### config.mk
export PLATFORM = sky130hd
export DESIGN_NAME = sbc_cycle_ctrl
export DESIGN_NICKNAME = d
export VERILOG_FILES = /design/src/rtl/sbc_pkg.sv /design/src/rtl/sbc_cycle_decode.sv /design/src/rtl/sbc_write_lanes.sv /design/src/rtl/sbc_burst_step.sv /design/src/rtl/sbc_cycle_ctrl.sv
export SDC_FILE = /design/constraint.sdc
export NUM_CORES = 1
export LEC_CHECK = 0
export ABC_AREA = 1
export BUFFER_PORTS_ARGS = -buffer_cell sky130_fd_sc_hd__buf_2
export CELL_PAD_IN_SITES_DETAIL_PLACEMENT = 0
export CELL_PAD_IN_SITES_GLOBAL_PLACEMENT = 2
export CORE_MARGIN = 5
export CORE_UTILIZATION = 24
export DETAILED_ROUTE_END_ITERATION = 7
export GPL_TIMING_DRIVEN = 1
export HOLD_SLACK_MARGIN = 0.03
export PLACE_DENSITY = 0.76
export SYNTH_ARGS = -nofsm -noshare
export SYNTH_HDL_FRONTEND = slang
export SYNTH_SLANG_ARGS = --single-unit
export TNS_END_PERCENT = 20
### constraint.sdc
create_clock -name clk -period 2.3 [get_ports clk]
set_input_delay 0.115 -clock clk [delete_from_list [all_inputs] [get_ports clk]]
set_output_delay 0.115 -clock clk [all_outputs]
set_load 0.05 [all_outputs]
### src/rtl/sbc_pkg.sv
`timescale 1ns/1ps
package sbc_pkg;

    typedef enum logic [2:0] {
        OP_DESEL   = 3'd0,
        OP_RD_NEW  = 3'd1,
        OP_WR_NEW  = 3'd2,
        OP_RD_CONT = 3'd3,
        OP_WR_CONT = 3'd4,
        OP_RD_SUSP = 3'd5,
        OP_WR_SUSP = 3'd6
    } op_e;

    typedef enum logic [1:0] {
        SEL_NONE = 2'd0,
        SEL_EXT  = 2'd1,
        SEL_NEXT = 2'd2,
        SEL_CUR  = 2'd3
    } asel_e;

    function automatic logic op_is_write(input op_e op);
        return (op == OP_WR_NEW) || (op == OP_WR_CONT) || (op == OP_WR_SUSP);
    endfunction

    function automatic logic op_is_read(input op_e op);
        return (op == OP_RD_NEW) || (op == OP_RD_CONT) || (op == OP_RD_SUSP);
    endfunction

endpackage

### src/rtl/sbc_cycle_decode.sv
`timescale 1ns/1ps
module sbc_cycle_decode
    import sbc_pkg::*;
(
    input  logic  ce_a_n,
    input  logic  ce_b_n,
    input  logic  ce_c,
    input  logic  strobe_proc_n,
    input  logic  strobe_ctl_n,
    input  logic  adv_n,
    input  logic  wr_qual,
    input  logic  burst_open,
    output op_e   op,
    output asel_e asel
);
    logic selected;
    logic proc_hit;

    // Selection needs all three enables in their active state.
    assign selected = ~ce_a_n & ~ce_b_n & ce_c;
    // The processor strobe only counts while the first enable is active.
    assign proc_hit = ~strobe_proc_n & ~ce_a_n;

    always_comb begin
        op   = OP_DESEL;
        asel = SEL_NONE;
        if (proc_hit) begin
            if (selected) begin
                op   = OP_RD_NEW;
                asel = SEL_EXT;
            end
        end else if (!strobe_ctl_n) begin
            if (selected) begin
                op   = wr_qual ? OP_WR_NEW : OP_RD_NEW;
                asel = SEL_EXT;
            end
        end else if (burst_open) begin
            if (!adv_n) begin
                op   = wr_qual ? OP_WR_CONT : OP_RD_CONT;
                asel = SEL_NEXT;
            end else begin
                op   = wr_qual ? OP_WR_SUSP : OP_RD_SUSP;
                asel = SEL_CUR;
            end
        end
    end
endmodule

### src/rtl/sbc_write_lanes.sv
`timescale 1ns/1ps
module sbc_write_lanes #(
    parameter int LANES = 4
) (
    input  logic             gwr_n,
    input  logic             bwe_n,
    input  logic [LANES-1:0] lane_wr_n,
    output logic             wr_qual,
    output logic [LANES-1:0] lane_en
);
    logic any_lane;

    assign any_lane = ~&lane_wr_n;
    assign wr_qual  = ~gwr_n | (~bwe_n & any_lane);

    for (genvar n = 0; n < LANES; n++) begin : g_lane
        assign lane_en[n] = ~gwr_n | (~bwe_n & ~lane_wr_n[n]);
    end
endmodule

### src/rtl/sbc_burst_step.sv
`timescale 1ns/1ps
module sbc_burst_step
    import sbc_pkg::*;
#(
    parameter int AW = 17,
    parameter int CW = 2
) (
    input  asel_e         asel,
    input  logic          order,
    input  logic [AW-1:0] addr_ext,
    input  logic [AW-1:0] base_q,
    input  logic [CW-1:0] cnt_q,
    input  logic [AW-1:0] addr_q,
    output logic [AW-1:0] base_d,
    output logic [CW-1:0] cnt_d,
    output logic [AW-1:0] addr_d
);
    logic [CW-1:0] low;

    always_comb begin
        base_d = base_q;
        cnt_d  = cnt_q;
        case (asel)
            SEL_EXT:  begin base_d = addr_ext; cnt_d = '0; end
            SEL_NEXT: cnt_d = cnt_q + 1'b1;
            default:  ;
        endcase
        low = order ? (base_d[CW-1:0] ^ cnt_d) : (base_d[CW-1:0] + cnt_d);
        if (asel == SEL_NONE || asel == SEL_CUR) begin
            addr_d = addr_q;
        end else begin
            addr_d = {base_d[AW-1:CW], low};
        end
    end
endmodule

### src/rtl/sbc_cycle_ctrl.sv
`timescale 1ns/1ps
module sbc_cycle_ctrl
    import sbc_pkg::*;
#(
    parameter int AW        = 17,
    parameter int LANES     = 4,
    parameter int LANE_DATA = 8,
    localparam int CW       = 2,
    localparam int WORD_W   = LANES * (LANE_DATA + 1)
) (
    input  logic              clk,
    input  logic              rst_n,
    input  logic              ce_a_n,
    input  logic              ce_b_n,
    input  logic              ce_c,
    input  logic              strobe_proc_n,
    input  logic              strobe_ctl_n,
    input  logic              adv_n,
    input  logic              gwr_n,
    input  logic              bwe_n,
    input  logic [LANES-1:0]  lane_wr_n,
    input  logic              oe_n,
    input  logic              burst_order,
    input  logic [AW-1:0]     addr_ext,
    output logic [2:0]        op_class,
    output logic [1:0]        addr_sel,
    output logic [AW-1:0]     burst_addr,
    output logic [LANES-1:0]  lane_mask,
    output logic [WORD_W-1:0] bit_wr_en,
    output logic              bus_drive
);
    typedef struct packed {
        op_e              op;
        asel_e            asel;
        logic [LANES-1:0] lanes;
        logic             open;
        logic [AW-1:0]    base;
        logic [CW-1:0]    cnt;
        logic [AW-1:0]    addr;
    } state_t;

    state_t st_d, st_q;

    logic             wr_qual;
    logic [LANES-1:0] lane_en;
    op_e              dec_op;
    asel_e            dec_asel;
    logic [AW-1:0]    base_n;
    logic [CW-1:0]    cnt_n;
    logic [AW-1:0]    addr_n;

    sbc_write_lanes #(.LANES(LANES)) u_lanes (
        .gwr_n     (gwr_n),
        .bwe_n     (bwe_n),
        .lane_wr_n (lane_wr_n),
        .wr_qual   (wr_qual),
        .lane_en   (lane_en)
    );

    sbc_cycle_decode u_dec (
        .ce_a_n        (ce_a_n),
        .ce_b_n        (ce_b_n),
        .ce_c          (ce_c),
        .strobe_proc_n (strobe_proc_n),
        .strobe_ctl_n  (strobe_ctl_n),
        .adv_n         (adv_n),
        .wr_qual       (wr_qual),
        .burst_open    (st_q.open),
        .op            (dec_op),
        .asel          (dec_asel)
    );

    sbc_burst_step #(.AW(AW), .CW(CW)) u_step (
        .asel     (dec_asel),
        .order    (burst_order),
        .addr_ext (addr_ext),
        .base_q   (st_q.base),
        .cnt_q    (st_q.cnt),
        .addr_q   (st_q.addr),
        .base_d   (base_n),
        .cnt_d    (cnt_n),
        .addr_d   (addr_n)
    );

    always_comb begin
        st_d       = st_q;
        st_d.op    = dec_op;
        st_d.asel  = dec_asel;
        st_d.lanes = op_is_write(dec_op) ? lane_en : '0;
        st_d.open  = (dec_op != OP_DESEL);
        st_d.base  = base_n;
        st_d.cnt   = cnt_n;
        st_d.addr  = addr_n;
    end

    always_ff @(posedge clk or negedge rst_n) begin
        if (!rst_n) begin
            st_q <= '{op: OP_DESEL, asel: SEL_NONE, lanes: '0, open: 1'b0,
                      base: '0, cnt: '0, addr: '0};
        end else begin
            st_q <= st_d;
        end
    end

    assign op_class   = st_q.op;
    assign addr_sel   = st_q.asel;
    assign burst_addr = st_q.addr;
    assign lane_mask  = st_q.lanes;
    assign bus_drive  = op_is_read(st_q.op) & ~oe_n;

    // Data bits of each lane sit low; the parity bits follow all data bits.
    for (genvar n = 0; n < LANES; n++) begin : g_bits
        assign bit_wr_en[n*LANE_DATA +: LANE_DATA]   = {LANE_DATA{st_q.lanes[n]}};
        assign bit_wr_en[LANES*LANE_DATA + n]        = st_q.lanes[n];
    end
endmodule

# Word level (Yosys, flattened, before mapping)
# Cells that the tools add are included.
[totals] ff_bits=46 word_cells=70
[op_classes] eq_ne=9 bitwise_logic=25 n_reduce_logical=9 addsub=2 mux=18
[op_table] cell="2-to-1 mux 3 bit" n=6
[op_table] cell="2-to-1 mux 17 bit" n=1
[op_table] cell="2-to-1 mux 2 bit" n=6
[op_table] cell="NOT 1 bit" n=10
[op_table] cell="AND 1 bit" n=9
[op_table] cell="== test 3 bit, second input constant" n=3
[op_table] cell="== test 3 x 2 -> 1 bit, second input constant" n=2
[op_table] cell="logical OR 1 bit" n=5
[op_table] cell="OR 1 bit" n=5
[op_table] cell="== test 2 bit, second input constant" n=2
[op_table] cell="2-to-1 mux 4 bit" n=1
[op_table] cell="one-hot mux 2 bit (2 select lines)" n=1
[op_table] cell="AND reduction 4 bit" n=1
[op_table] cell="== test 3 x 1 -> 1 bit, second input constant" n=1
[op_table] cell="2-to-1 mux 1 bit" n=3
[op_table] cell="nonzero test 3 bit" n=1
[op_table] cell="adder 2 x 1 -> 2 bit, second input constant" n=1
[op_table] cell="adder 2 bit" n=1
[op_table] cell="== test 2 x 1 -> 1 bit, second input constant" n=1
[op_table] cell="zero test 2 bit" n=1
[op_table] cell="XOR 2 bit" n=1
[op_table] cell="zero test 1 bit" n=1

# Longest topological paths before layout
[depth] word_depth=13 ltp_mapped=18

# Hierarchy
# A second synthesis with hierarchy kept.
[unflattened] cells_unflattened=277 area_unflattened_um2=2412.3
[modules_own_cells] mod="sbc_cycle_ctrl" instances=1 cells_per_inst=122 area_each_um2=1676.6
[modules_own_cells] mod="sbc_burst_step" instances=1 cells_per_inst=121 area_each_um2=571.8
[modules_own_cells] mod="sbc_cycle_decode" instances=1 cells_per_inst=25 area_each_um2=123.9
[modules_own_cells] mod="sbc_write_lanes" instances=1 cells_per_inst=9 area_each_um2=40.0

# Least setup slack after synthesis
# OpenSTA, ideal clock, no wires.
[synth_timing] kind="register to register" from="register st_q[36] in the netlist's numbering" to="register st_q (netlist bit burst_addr[1])" t_arrival_ns=2.079 period_less_slack_ns=2.197 path_stages_with_launch=15 required_time_ns=2.182 setup_slack_ns=0.103 cell_sequence="dfrtp_1 > nand3_4 > o21ai_1 > inv_1 > ha_1 > inv_2 > buf_2 > o21a_1 > ha_1 > inv_1 > nor2_1 > xor2_1 > nand2_1 > nand3_1 > nand2_1"
[synth_between] elab_chain_len=7 word_cells_on_any_way=13 classes_between="add/sub (1); eq/ne (3); mux (6); bitwise (1); reduce/logical (2)"
[synth_lines] element="from (decl)" line="sbc_cycle_ctrl.sv:42" text="state_t st_d, st_q;"
[synth_lines] element="from (signal assigned)" line="sbc_cycle_ctrl.sv:98" text="st_q <= '{op: OP_DESEL, asel: SEL_NONE, lanes: '0, open: 1'b0,"
[synth_lines] element="from (signal assigned)" line="sbc_cycle_ctrl.sv:101" text="st_q <= st_d;"
[synth_lines] element="2-to-1 mux 2 bit (*)" line="sbc_cycle_decode.sv:37" text="end else if (burst_open) begin"
[synth_lines] element="2-to-1 mux 2 bit (*)" line="sbc_cycle_decode.sv:32" text="end else if (!strobe_ctl_n) begin"
[synth_lines] element="2-to-1 mux 2 bit (*)" line="sbc_cycle_decode.sv:27" text="if (proc_hit) begin"
[synth_lines] element="named net dec_asel[0]" line="sbc_cycle_ctrl.sv:47" text="asel_e dec_asel;"
[synth_lines] element="== test 2 bit or == test 2 x 1 -> 1 bit (tied branches)" line="sbc_burst_step.sv:23" text="case (asel)"
[synth_lines] element="one-hot mux 2 bit (2 select lines) (*)" line="sbc_burst_step.sv:23"
[synth_lines] element="named net cnt_n[0]" line="sbc_cycle_ctrl.sv:49" text="logic [CW-1:0] cnt_n;"
[synth_lines] element="adder 2 bit (*)" line="sbc_burst_step.sv:28" text="low = order ? (base_d[CW-1:0] ^ cnt_d) : (base_d[CW-1:0] + cnt_d);"
[synth_lines] element="2-to-1 mux 2 bit (*)" line="sbc_burst_step.sv:28"
# Mark *: on every way through the listed nets, which the timed path passes. The rest lies on a longest branch.
# A chain may end at the register's enable or synchronous reset.

# Worst setup path in the final report
# Same ends and word-level chain as after synthesis.

==> results.py <==
metrics = {
    "placed_design": {
        "pre_cts_ws_ps": 95.1,
        "hpwl_um": 4030,
        "gp_congestion": 0.753,
        "port_buffers": 95,
    },
    "hold_path": {
        "holdCritStartpoint": "addr_ext[15]",
        "hp-class": "in -> reg",
        "min_to": "st_q[34]",
        "whs_path_depth": 3,
    },
    "grt": {
        "antenna_found_initial": 0,
        "grt_pass1_wl_um": 7910,
        "grt_overflow": 0,
        "grt_usage": 0.0858,
        "grt_pass1_vias": 1593,
        "grt_max_degree": 31,
    },
    "clocking": {
        "numCtsBuffers": 5,
        "path_clk_slew_ps": 90,
        "h-tree-depth": 2,
        "cts_sinks": 46,
        "cts_tree": "done",
        "clk_path_buf_depth": 2,
        "clock_latency_ps": 300,
        "cts_setup_buffers": 0,
        "root_buffer": "clkbuf_8",
    },
    "finish": {
        "nets": 353,
        "layout_common_cells": "buf_2 (95), nand2_1 (75), dfrtp_1 (46), nor2_1 (26), a31oi_1 (15)",
        "drive_gt1_frac": 0.397,
        "final_common_cell": "buf_2",
        "n_antenna_cell": 0,
        "area_growth_pct": 13.5,
    },
    "floorplan": {
        "die_x_um": 110,
        "ioPinCount": 96,
        "die_y_um": 110,
        "start_util": 0.246,
        "floorplan.die_area_sq_mm": 0.0121,
        "core-area_sq_mm": 0.00977,
        "row_count": 36,
    },
    "setup_path": {
        "reg2reg_to": "burst_addr[1]",
        "worstSetupEndpointType": "flop",
        "worstPathArrival_ps": 2270,
        "crit_type": "reg -> reg",
        "cp_cell_sequence": "nand3_4, o21ai_2, inv_1, ha_1, inv_2, nand2_1, o21a_1, ha_1, inv_1, nor2_2, xor2_1, nand2_1, nand3_1, nand2_1",
        "start_kind": "flop",
        "rr_startpoint": "st_q[36]",
        "cp_slowest_stage_delay_ps": 380,
        "r2r_slack_ps": 230,
        "critPathRequiredTime_ps": 2490,
        "crit_fanout": 5,
        "crit_top_cell": "nand2_1",
        "slowest_stage": "dfrtp_1",
        "reg2reg_depth": 14,
    },
    "logic_synthesis": {
        "async_flop_share": 1.00,
        "synth_area_leaders": "dfrtp_1 (48%), buf_4 (20%), nand2_1 (12%)",
        "ys.flop_type": "dfrtp_1",
        "synth_area_sq_mm": 0.00240,
        "syn_avg_cell_area_sq_um": 8.77,
        "yosys.area.top_type": "dfrtp_1",
        "synth_nets": 311,
        "yosysSeqAreaShare": 0.479,
        "synth_cell_types": 27,
        "ys_ff_latch": 46,
        "synth-edff-count": 0,
        "yosys_warnings": 0,
        "yosys.area.top_type_share": 0.479,
        "synth_cells": 274,
    },
    "sta": {
        "finalHoldViolations": 0,
        "fin_tns_setup_ps": 0,
        "fin_crit_sh": 0.902,
        "final.min_clock_period_ps": 2070,
        "relSlewSlack": 0.776,
        "fin_ws_ps": 227,
        "tightest_slew_ps": 336,
        "skew_ps": 8.48,
        "setup_viol_count_final": 0,
        "rsz0062_at_grt": "no",
        "max_freq_mhz": 482,
        "slew_violations": 0,
    },
    "power": {
        "p_leak_nw": 1.56,
        "power_density_mw_per_mm2": 1150,
        "ir_worst_vdd_mv": 0.472,
    },
    "job": {
        "cap_violations": 0,
    },
    "detailed_routing": {
        "drtPass1Iterations": 5,
        "drcViolationCount": 0,
        "ant_nets": 0,
        "drtIter0Drc": 51,
        "routed_wl_um": 5220,
        "via_per_inst": 3.87,
        "num_vias": 1743,
        "avgRoutedWirePerCell_um": 11.6,
    },
    "status": {
        "status": "finished, final reports clean",
    },
}
-- power by group --
part	internal (mW)	leakage (nW)	total (mW)	switching (mW)
sequential	1.06	0.571	1.17	0.114
combinational	0.319	0.937	1.35	1.03
clock	0.325	0.0514	0.604	0.280
total	1.70	1.56	3.13	1.43
-- cell families (layout without fill, tap and decap cells) --
logic type | after synthesis | after routing | synth area share
buf+inv | 86 | 129 | 0.236
compound gates | 21 | 21 | 0.0536
flops | 46 | 46 | 0.479
fa+ha+maj | 4 | 4 | 0.0208
simple gates | 115 | 115 | 0.204
xor+xnor | 2 | 2 | 0.00729
-- flip-flops by register name (all words and copies together), names as in the netlist --
signal,flops
addr_sel,2
burst_addr,17
lane_mask,4
op_class,3
st_q,20
-- stage by stage --
step	total power [mW]	hold WS [ps]	instances	instance area, sq um	utilization
4_1_cts	3.18	33.3	450	2720	0.278
6_report	3.13	36.6	450	2730	0.279
2_1_floorplan	2.50	-181	274	2400	-
5_1_grt	3.32	37.1	450	2730	0.279
3_3_place_gp	2.55	-46.4	441	2600	0.266
3_5_place_dp	2.57	-45.2	441	2600	0.266
-- routing by layer --
layer / track usage / part of all wire / up-vias / routed length (um)
li1: - / - / 873 / -
met1: 0.107 / 0.43 / 808 / 2240
met2: 0.140 / 0.48 / 54 / 2520
met3: 0.0221 / 0.072 / 8 / 377
met4: 0.0347 / 0.017 / 0 / 87
met5: 0 / 0 / - / 0
-- timing repair --
action,in CTS,in global routing
gates resized for setup,0,2
hold buffers,1,0
endpoints found under the setup margin,0,1
endpoints found under the hold margin,46,0
-- critical path: cells and delay by family (launching register included) --
kind | cells | cell delay, ps
DFF | 1 | 380
and+or+nand+nor | 6 | 510
adders and majority gates | 2 | 440
xor gates and xnor gates | 1 | 150
AOI/OAI and AO/OA | 2 | 320
buffers and inverters | 3 | 160
-- cells in the mapped netlist (2+ instances only) --
| cell | count |
|---|---|
| nand2_1 | 75 |
| a31oi_1 | 15 |
| nor2_1 | 27 |
| dfrtp_1 | 46 |
| nor2_2 | 4 |
| ha_1 | 4 |
| buf_4 | 63 |
| inv_1 | 12 |
| inv_2 | 4 |
| nand2_4 | 2 |
| o21ai_1 | 3 |
| buf_2 | 4 |
-- worst max path at each step --
stage	startpoint	end	slack, ps
2_1_floorplan	st_q[36]	burst_addr[1]	100
3_3_place_gp	ce_a_n	burst_addr[1]	160
3_5_place_dp	st_q[36]	burst_addr[1]	100
4_1_cts	st_q[36]	burst_addr[1]	110
5_1_grt	st_q[36]	burst_addr[1]	6
6_report	st_q[36]	burst_addr[1]	230
-- cell type report --
| class | instances | area, sq um |
|---|---|---|
| Sequential cell | 46 | 1150 |
| Clock inverter | 2 | 37.5 |
| Fill cell | 1087 | 7050 |
| Timing Repair Buffer | 103 | 538 |
| Tap cell | 133 | 166 |
| Multi-Input combinational cell | 142 | 692 |
| Inverter | 18 | 70.1 |
| Clock buffer | 6 | 72.6 |
No activity file was read; power rests on OpenSTA's default activity.
